--- src/rtl/bitslice_alu_pkg.sv ---
package bitslice_alu_pkg;

    typedef enum logic [2:0] {
        OP_ADD  = 3'b000,
        OP_SUB  = 3'b001,
        OP_XOR  = 3'b010,
        OP_AND  = 3'b011,
        OP_NOTA = 3'b100
    } alu_op_e;

    // Control levers applied to the slice row
    typedef struct packed {
        logic inv_a;      // complement operand A before the slices
        logic zero_b;     // hold operand B at zero
        logic cin_one;    // force a one into the lowest carry
        logic cin_ext;    // pass the external carry into the lowest slice
        logic kill;       // suppress every carry between slices
        logic pick_gen;   // take the generate term instead of the sum
        logic pick_none;  // drive the result to zero
        logic carry_vis;  // expose the top carry at the port
    } slice_ctl_t;

    localparam slice_ctl_t CTL_ZERO = '{default: 1'b0};

    function automatic slice_ctl_t decode_op(input logic [2:0] code);
        slice_ctl_t c;
        c = CTL_ZERO;
        unique case (code)
            OP_ADD: begin
                c.cin_ext   = 1'b1;
                c.carry_vis = 1'b1;
            end
            OP_SUB: begin
                c.inv_a     = 1'b1;
                c.cin_one   = 1'b1;
                c.carry_vis = 1'b1;
            end
            OP_XOR: begin
                c.kill = 1'b1;
            end
            OP_AND: begin
                c.kill     = 1'b1;
                c.pick_gen = 1'b1;
            end
            OP_NOTA: begin
                c.inv_a  = 1'b1;
                c.zero_b = 1'b1;
                c.kill   = 1'b1;
            end
            default: begin
                c.kill      = 1'b1;
                c.pick_none = 1'b1;
            end
        endcase
        return c;
    endfunction

endpackage

--- src/rtl/bitslice_alu_decode.sv ---
module bitslice_alu_decode
    import bitslice_alu_pkg::*;
(
    input  logic [2:0] op_code,
    output slice_ctl_t ctl
);
    always_comb begin
        ctl = decode_op(op_code);
    end
endmodule

--- src/rtl/bitslice_alu_slice.sv ---
// One full-adder bit built from six two-input gates; the last gate
// gates the outgoing carry so the chain can be silenced.
module bitslice_alu_slice (
    input  logic a_bit,
    input  logic b_bit,
    input  logic c_in,
    input  logic kill,
    output logic sum_bit,
    output logic gen_bit,
    output logic c_out
);
    logic half_x;
    logic prop_c;
    logic raw_c;

    always_comb begin
        half_x  = a_bit ^ b_bit;
        sum_bit = half_x ^ c_in;
        gen_bit = a_bit & b_bit;
        prop_c  = half_x & c_in;
        raw_c   = gen_bit | prop_c;
        c_out   = raw_c & ~kill;
    end
endmodule

--- src/rtl/bitslice_alu_chain.sv ---
module bitslice_alu_chain #(
    parameter int WIDTH = 16
) (
    input  logic [WIDTH-1:0] a_vec,
    input  logic [WIDTH-1:0] b_vec,
    input  logic             c_first,
    input  logic             kill,
    output logic [WIDTH-1:0] sum_vec,
    output logic [WIDTH-1:0] gen_vec,
    output logic             c_last
);
    localparam int NCARRY = WIDTH + 1;

    logic [NCARRY-1:0] carry;

    assign carry[0] = c_first;

    for (genvar i = 0; i < WIDTH; i++) begin : g_slice
        bitslice_alu_slice u_slice (
            .a_bit   (a_vec[i]),
            .b_bit   (b_vec[i]),
            .c_in    (carry[i]),
            .kill    (kill),
            .sum_bit (sum_vec[i]),
            .gen_bit (gen_vec[i]),
            .c_out   (carry[i+1])
        );
    end

    assign c_last = carry[NCARRY-1];
endmodule

--- src/rtl/bitslice_alu.sv ---
module bitslice_alu
    import bitslice_alu_pkg::*;
#(
    parameter int WIDTH = 16
) (
    input  logic [WIDTH-1:0] opnd_a,
    input  logic [WIDTH-1:0] opnd_b,
    input  logic             carry_in,
    input  logic [2:0]       op_sel,
    output logic [WIDTH-1:0] result,
    output logic             carry_out
);
    slice_ctl_t       ctl;
    logic [WIDTH-1:0] a_eff;
    logic [WIDTH-1:0] b_eff;
    logic             c_first;
    logic [WIDTH-1:0] sum_vec;
    logic [WIDTH-1:0] gen_vec;
    logic             c_last;

    bitslice_alu_decode u_dec (
        .op_code (op_sel),
        .ctl     (ctl)
    );

    always_comb begin
        a_eff   = ctl.inv_a  ? ~opnd_a : opnd_a;
        b_eff   = ctl.zero_b ? '0      : opnd_b;
        c_first = ctl.cin_one | (ctl.cin_ext & carry_in);
    end

    bitslice_alu_chain #(.WIDTH(WIDTH)) u_chain (
        .a_vec   (a_eff),
        .b_vec   (b_eff),
        .c_first (c_first),
        .kill    (ctl.kill),
        .sum_vec (sum_vec),
        .gen_vec (gen_vec),
        .c_last  (c_last)
    );

    always_comb begin
        if (ctl.pick_none)
            result = '0;
        else if (ctl.pick_gen)
            result = gen_vec;
        else
            result = sum_vec;
        carry_out = ctl.carry_vis & c_last;
    end
endmodule

--- config.mk ---
export PLATFORM = sky130hd
export DESIGN_NAME = bitslice_alu
export DESIGN_NICKNAME = d
export VERILOG_FILES = /design/src/rtl/bitslice_alu_pkg.sv /design/src/rtl/bitslice_alu_decode.sv /design/src/rtl/bitslice_alu_slice.sv /design/src/rtl/bitslice_alu_chain.sv /design/src/rtl/bitslice_alu.sv
export SDC_FILE = /design/constraint.sdc
export NUM_CORES = 1
export LEC_CHECK = 0
export BUFFER_PORTS_ARGS = -buffer_cell sky130_fd_sc_hd__clkbuf_2
export CAP_MARGIN = 10
export CORE_MARGIN = 2
export CORE_UTILIZATION = 54
export DETAILED_ROUTE_END_ITERATION = 7
export GPL_TIMING_DRIVEN = 1
export PLACE_DENSITY_LB_ADDON = 0.25
export SYNTH_ARGS = -nofsm -noshare
export SYNTH_HDL_FRONTEND = slang
export SYNTH_SLANG_ARGS = --single-unit
--- constraint.sdc ---
create_clock -name vclk -period 22.1
set_input_delay 4.42 -clock vclk [all_inputs]
set_output_delay 4.42 -clock vclk [all_outputs]
set_load 0.02 [all_outputs]
==> results of run 1 <==
path summary, 6_finish.rpt:
path | slack (ns) | end | from
worst min-delay path | 9.25 | carry_out | op_sel[2]
worst max-delay path | 4.86 | result[15] | op_sel[1]
cell type report:
type | instances | area, µm²
fill | 164 | 584.3
timing repair buffer | 54 | 272.8
tap | 27 | 33.78
multi-input combinational | 115 | 1111
through the flow:
stage	setup WS, ns	cells	power (W)	area (µm²)	hold WS [ns]
6_report	4.861	196	0.00004038	1418	9.252
5_1_grt	4.349	196	0.00004569	1418	9.282
4_1_cts	4.802	196	0.00004109	1418	9.254
3_5_place_dp	4.830	196	0.00004096	1418	9.257
3_3_place_gp	4.991	196	0.00003937	1418	9.251
2_1_floorplan	5.298	124	0.00002942	1174	9.048
Yosys cell counts (2+ instances only):
master,number,area share
nor2_1,2,0.0064
xor2_1,16,0.12
buf_6,3,0.029
ha_1,16,0.17
nand2_1,7,0.022
nor2_2,2,0.011
clkbuf_1,3,0.0096
nor3_1,2,0.0085
fa_1,16,0.27
or3_1,2,0.011
xnor2_1,5,0.037
buf_2,2,0.0085
a22o_1,12,0.090
and2_1,27,0.14
o2bb2ai_1,4,0.030
power by group:
part	switching [W]	total [W]	internal, W
combinational	0.0000235	0.0000404	0.0000169
clock	0	0	0
sequential	0	0	0
total	0.0000235	0.0000404	0.0000169
per-layer routing:
layer	routed length, µm	global-route usage
met1	949	0.2472
met2	1219	0.3991
met4	0	0
met3	91	0
met5	0	0
kinds of logic (layout without fill, tap and decap cells):
logic type	after synthesis	count (layout)
adders and majority gates	32	32
AOI/OAI and AO/OA	19	19
buffers and inverters	9	54
xor gates and xnor gates	21	21
and+or+nand+nor	43	43
==> flow_metrics.env, run 1 <==
export IMPL_synthMuxAreaShare=0
export IMPL_postCtsSetupRepairBufs=0
export IMPL_num_vias=976
export IMPL_yosysUniqueCellTypes=20
export IMPL_outcome="finished, final reports clean"
export IMPL_ir_worst_vdd_mv=0.01761
export IMPL_hold_viol=0
export IMPL_grt_max_degree=21
export IMPL_cpMostUsedCell="fa_1"
export IMPL_postSynthNetCount=192
export IMPL_grt_pass1_wl_um=4091
export IMPL_die_h_um=50.62
export IMPL_start_util=0.5863
export IMPL_rsz0062_at_grt="false"
export IMPL_clockBufferCount=0
export IMPL_coreArea_um2=2002
export IMPL_area_growth_pct=20.79
export IMPL_netlist_instances=124
export IMPL_place_hpwl_um=1860
export IMPL_fin_crit_sh=0.7801
export IMPL_critical_path_top_delay_family="adder cells"
export IMPL_first_global_vias=978
export IMPL_netlist_area_um2=1174
export IMPL_mostFrequentLayoutCells="53 x clkbuf_2, 27 x and2_1, 16 x xor2_1, 16 x fa_1, 16 x ha_1"
export IMPL_path_class="input port to output pin"
export IMPL_drtPass1Iterations=3
export IMPL_powerDensity_nw_per_um2=28.48
export IMPL_cp_depth=37
export IMPL_grt_ovfl_total=0
export IMPL_maxCapViolCount=0
export IMPL_antenna_found_initial=0
export IMPL_drv_slew=0
export IMPL_synth_compound_area_frac=0.1386
export IMPL_cp_max_fo=20
export IMPL_tightestPinTransition_ns=0.6665
export IMPL_wirelength_um=2260
export IMPL_crit_required_ns=17.68
export IMPL_ys_seq_area_frac=0
export IMPL_routedWlPerCell_um=11.53
export IMPL_drt_initial_drc_count=6
export IMPL_crit_path_end_kind="output pin"
export IMPL_cts_resized=0
export IMPL_arrival_ns=12.82
export IMPL_hold_depth=3
export IMPL_routabilityCongestion=0.7502
export IMPL_diodes=0
export IMPL_seqCellArea_um2=0
export IMPL_syn_area_per_cell_um2=9.465
export IMPL_ios=53
export IMPL_groute_usage_overall=0.1975
export IMPL_finalCriticalPeriod_ns=17.24
export IMPL_slew_headroom=0.5552
export IMPL_path_buf_inv=2
export IMPL_max_freq_ghz=0.05801
export IMPL_p_leak_nw=0.7278
export IMPL_synth_top_family_by_area="adder cells"
export IMPL_vias_per_cell=4.980
export IMPL_seq_cells=0
export IMPL_synth_xor_area_frac=0.1567
export IMPL_cp_slowest_cell="fa_1"
export IMPL_num_rows=16
export IMPL_drive_above_1_share=0.3432
export IMPL_cpPeakStageDelay_ns=0.40
export IMPL_nets=239
export IMPL_utilization=0.7081
export IMPL_drc_errors=0
export IMPL_fp_dieW_um=50.62
export IMPL_dieArea_um2=2562
export IMPL_synth_adder_area_share=0.4435
export IMPL_setup_tns_ns=0
export IMPL_postCtsHoldBufs=0
export IMPL_yosys_area_share_simple=0.2079
export IMPL_hold_path_class="input port to output pin"
export IMPL_port_buffers=53
export IMPL_final_setup_viol_count=0
export IMPL_cp_start_kind="input port"
export IMPL_final_antenna_net_count=0
export IMPL_final_common_cell="clkbuf_2"
export IMPL_ys_warn_count=0
No activity file was read; power rests on OpenSTA's default activity.
==> run 2: changes to the inputs <==
CORE_UTILIZATION = 46   (was 54)
clock period = 14.6 ns   (was 22.1 ns; I/O delays follow)
==> flow_metrics.env, run 2 (synthesis results as in run 1) <==
export IMPL_dpl_instance_area_um2=1436
export IMPL_clockBufferCount=0
export IMPL_grt_ovfl_total=0
export IMPL_crit_required_ns=11.68
export IMPL_setup_tns_ns=0
export IMPL_final_antenna_net_count=0
export IMPL_slew_headroom=0.5332
export IMPL_fill_cells=232
export IMPL_antenna_found_initial=0
export IMPL_hold_viol=0
export IMPL_p_clk_frac=0
export IMPL_cts_resized=0
export IMPL_ios=53
export IMPL_num_rows=18
export IMPL_drive_above_1_share=0.3509
export IMPL_path_class="input port to output pin"
export IMPL_diodes=0
export IMPL_critical_path_top_delay_family="adder cells"
export IMPL_start_util=0.4781
export IMPL_area_growth_pct=22.39
export IMPL_maxCapViolCount=0
export IMPL_rsz0062_at_grt="false"
export IMPL_drc_errors=0
export IMPL_dieArea_um2=2971
export IMPL_first_global_vias=1045
export IMPL_port_buffers=53
export IMPL_vias_per_cell=5.025
export IMPL_p_sw_frac=0.5797
export IMPL_grt_pass1_wl_um=4278
export IMPL_powerDensity_nw_per_um2=43.08
export IMPL_finalCriticalPeriod_ns=13.99
export IMPL_crit_path_end_kind="output pin"
export IMPL_drt_initial_drc_count=1
export IMPL_cp_slowest_cell="fa_1"
export IMPL_cp_start_kind="input port"
export IMPL_seq_cells=0
export IMPL_nets=241
export IMPL_drv_slew=0
export IMPL_path_buf_inv=2
export IMPL_outcome="finished, final reports clean"
export IMPL_power_switching_w=0.00003587
export IMPL_cpPeakStageDelay_ns=0.40
export IMPL_p_comb_frac=1.000
export IMPL_coreArea_um2=2455
export IMPL_postCtsSetupRepairBufs=0
export IMPL_mostFrequentLayoutCells="53 x clkbuf_2, 27 x and2_1, 16 x xor2_1, 16 x fa_1, 16 x ha_1"
export IMPL_whs_ns=6.261
export IMPL_groute_usage_overall=0.1881
export IMPL_final_common_cell="clkbuf_2"
export IMPL_fp_dieW_um=54.51
export IMPL_fin_crit_sh=0.9584
export IMPL_intPower_w=0.00002601
export IMPL_cp_max_fo=9
export IMPL_routabilityCongestion=0.6774
export IMPL_place_hpwl_um=1987
export IMPL_postCtsHoldBufs=0
export IMPL_hold_path_class="input port to output pin"
export IMPL_ir_worst_vdd_mv=0.02266
export IMPL_die_h_um=54.51
export IMPL_wirelength_um=2418
export IMPL_p_leak_nw=0.7373
export IMPL_cpMostUsedCell="fa_1"
export IMPL_arrival_ns=11.07
export IMPL_pwr_share_seq=0
export IMPL_num_vias=1010
export IMPL_max_freq_ghz=0.07147
export IMPL_routedWlPerCell_um=12.03
export IMPL_tightestPinTransition_ns=0.6995
export IMPL_final_setup_viol_count=0
export IMPL_final_area_um2=1436
export IMPL_grt_max_degree=20
export IMPL_drtPass1Iterations=4
export IMPL_seqCellArea_um2=0
-- run 2: area by class of cell --
type,instances,area (µm²),share of cell area
well taps,30,37.54,0.02613
repair buffers,56,287.8,0.2003
multi-input cells,115,1111,0.7735
-- run 2: power by group through the flow --
stage / logic (W) / registers (W) / clock network [W]
finish: 0.0000619 / 0 / 0
global route: 0.0000711 / 0 / 0
CTS: 0.0000632 / 0 / 0
detailed placement: 0.0000628 / 0 / 0
global placement: 0.0000605 / 0 / 0
floorplan: 0.0000445 / 0 / 0
-- run 2: tightest hold or removal path: cells and delay by family --
| kind | cells | cell delay (ns) |
|---|---|---|
| buffers and inverters | 2 | 0.35 |
| AND/OR/NAND/NOR | 1 | 0.08 |
-- run 2: worst paths after layout --
kind	from	end	cells past startpoint	slack [ns]
worst min-delay path	op_sel[1]	carry_out	3	6.26
worst max-delay path	op_sel[2]	result[15]	37	0.61
-- run 2: routing by layer --
layer  track usage  routed length (µm)  up-vias  share of wire
li1              -                   -      496              -
met1        0.2196                1010      483           0.42
met2        0.3896                1303       29           0.54
met3      0.005464                  88        2          0.036
met4      0.008333                  16        0         0.0066
met5             0                   0        -              0
-- run 2: metrics by stage --
step                      cells    power, W  worst slack, ns    util
after floorplan             124  0.00004453           0.7978       -
after global placement      201  0.00006048           0.7065  0.5851
after detailed placement    201  0.00006285           0.5380  0.5851
after CTS                   201  0.00006317           0.5405  0.5851
after global routing        201  0.00007114          0.06977  0.5851
final                       201  0.00006188           0.6073  0.5851
==> run 3: changes to the inputs <==
CORE_UTILIZATION = 47   (was 46)
SYNTH_HIERARCHICAL = 1   (was not set)
==> flow_metrics.env, run 3 <==
export IMPL_outcome="finished, final reports clean"
export IMPL_start_util=0.4888
export IMPL_synth_adder_area_share=0.3895
export IMPL_ys_warn_count=6
export IMPL_crit_path_end_kind="output pin"
export IMPL_cpPeakStageDelay_ns=0.48
export IMPL_setup_ws_ns=0.3132
export IMPL_area_growth_pct=25.09
export IMPL_final_setup_viol_count=0
export IMPL_rsz0062_at_grt="false"
export IMPL_cp_slowest_cell="fa_1"
export IMPL_final_common_cell="clkbuf_2"
export IMPL_drtPass1Iterations=2
export IMPL_yosys_area_share_simple=0.3174
export IMPL_pwr_share_seq=0
export IMPL_netlist_instances=131
export IMPL_cp_start_kind="input port"
export IMPL_final_area_um2=1672
export IMPL_wl_met1_um=1038
export IMPL_syn_area_per_cell_um2=10.20
export IMPL_cp_max_fo=6
export IMPL_num_vias=1032
export IMPL_grt_ovfl_total=0
export IMPL_netlist_area_um2=1336
export IMPL_grt_max_degree=17
export IMPL_hold_path_class="input port to output pin"
export IMPL_yosysUniqueCellTypes=21
export IMPL_path_class="input port to output pin"
export IMPL_met3WireLength_um=62
export IMPL_p_comb_frac=1.000
export IMPL_vias_per_cell=4.868
export IMPL_arrival_ns=11.37
export IMPL_whs_ns=6.440
export IMPL_max_freq_ghz=0.06999
export IMPL_synth_xor_area_frac=0.1114
export IMPL_dieArea_um2=3286
export IMPL_synth_top_family_by_area="adder cells"
export IMPL_grt_pass1_wl_um=4271
export IMPL_routabilityCongestion=0.7534
export IMPL_slew_headroom=0.2847
export IMPL_fin_crit_sh=0.9785
export IMPL_drive_above_1_share=0.4972
export IMPL_synth_compound_area_frac=0.01124
export IMPL_maxCapViolCount=0
export IMPL_drv_slew=0
export IMPL_seqCellArea_um2=0
export IMPL_groute_usage_overall=0.1582
export IMPL_port_buffers=53
export IMPL_p_sw_frac=0.5634
export IMPL_coreArea_um2=2734
export IMPL_utilization=0.6114
export IMPL_num_rows=19
export IMPL_hp_start="op_sel[2]"
export IMPL_tightestPinTransition_ns=1.072
export IMPL_finalCriticalPeriod_ns=14.29
export IMPL_antenna_found_initial=0
export IMPL_yosys_area_top_type="fa_1"
export IMPL_crit_required_ns=11.68
export IMPL_seq_cells=0
export IMPL_diodes=0
export IMPL_first_global_vias=1041
export IMPL_intPower_w=0.00003118
export IMPL_p_leak_nw=0.8138
export IMPL_yosysTopAreaCellShare=0.2397
export IMPL_ir_worst_vdd_mv=0.02502
export IMPL_dpl_instance_area_um2=1637
export IMPL_hold_viol=0
export IMPL_clockBufferCount=0
export IMPL_ys_top_cells_by_area="fa_1 24%, nor2b_4 16%, ha_1 15%"
export IMPL_dr_wl_met2_um=1400
export IMPL_synthMuxAreaShare=0.1199
export IMPL_wirelength_um=2501
export IMPL_dp_slack_ns=0.03482
export IMPL_p_clk_frac=0
export IMPL_crit_path_start="op_sel[1]"
export IMPL_routedWlPerCell_um=11.80
export IMPL_ys_seq_area_frac=0
export IMPL_powerDensity_nw_per_um2=42.73
export IMPL_power_switching_w=0.00004024
export IMPL_setup_tns_ns=0
export IMPL_cpMostUsedCell="nor2b_4"
export IMPL_yosysMostFrequentCell="nor2_1"
export IMPL_top_layer="met3"
export IMPL_ios=53
export IMPL_nets=251
export IMPL_drt_initial_drc_count=18
export IMPL_die_h_um=57.32
export IMPL_postSynthNetCount=199
export IMPL_place_hpwl_um=2008
export IMPL_drc_errors=0
export IMPL_final_antenna_net_count=0
export IMPL_fp_dieW_um=57.32
run 3: cell count changes after synthesis, sizes merged, moves of 6 or more:
cell,before,now
nor2b,1,29
nor2,4,19
nand2,7,1
mux2i,0,16
and2,27,2
a22o,12,0
run 3: worst paths after layout:
kind | end | cells after the start
max | result[15] | 37
min | carry_out | 5
run 3: cell families after synthesis:
family,after synthesis
compound gates,2
mux,16
xor+xnor,17
fa+ha+maj,32
buf+inv,8
simple gates,56
run 3: area by class of cell:
type	count	area, µm²
fillers	253	1062
inverters	1	3.754
multi-input cells	123	1325
well taps	31	38.79
repair buffers	57	304.0
run 3: worst max-delay path: cells and delay by family:
family | cells | cell delay, ns
buffers and inverters | 2 | 0.28
multiplexers | 1 | 0.07
AND/OR/NAND/NOR | 18 | 2.53
adder cells (fa/ha/maj) | 16 | 5.56
run 3: power groups by stage:
stage	sequential (W)	combinational [W]	clock, W
3_5_place_dp	0	0.0000705	0
3_3_place_gp	0	0.0000677	0
4_1_cts	0	0.0000709	0
6_report	0	0.0000714	0
5_1_grt	0	0.0000805	0
2_1_floorplan	0	0.0000515	0
run 3: stage by stage:
step | power [W] | cells
after floorplan | 0.00005151 | 131
after global placement | 0.00006769 | 212
after detailed placement | 0.00007051 | 212
after CTS | 0.00007085 | 212
after global routing | 0.00008050 | 212
final | 0.00007142 | 212
run 3: repair_timing:
| item | in CTS | in global routing |
|---|---|---|
| gates resized for setup | 0 | 15 |
| buffers inserted | 0 | 0 |
| setup endpoints to repair | 0 | 2 |
| hold buffers | 0 | 0 |
| endpoints found under the hold margin | 0 | 0 |
run 3: layer usage:
| layer | track usage | vias to the layer above |
|---|---|---|
| li1 | - | 508 |
| met1 | 0.2006 | 501 |
| met2 | 0.3169 | 23 |
| met3 | 0 | 0 |
| met4 | 0.003322 | 0 |
| met5 | 0 | - |
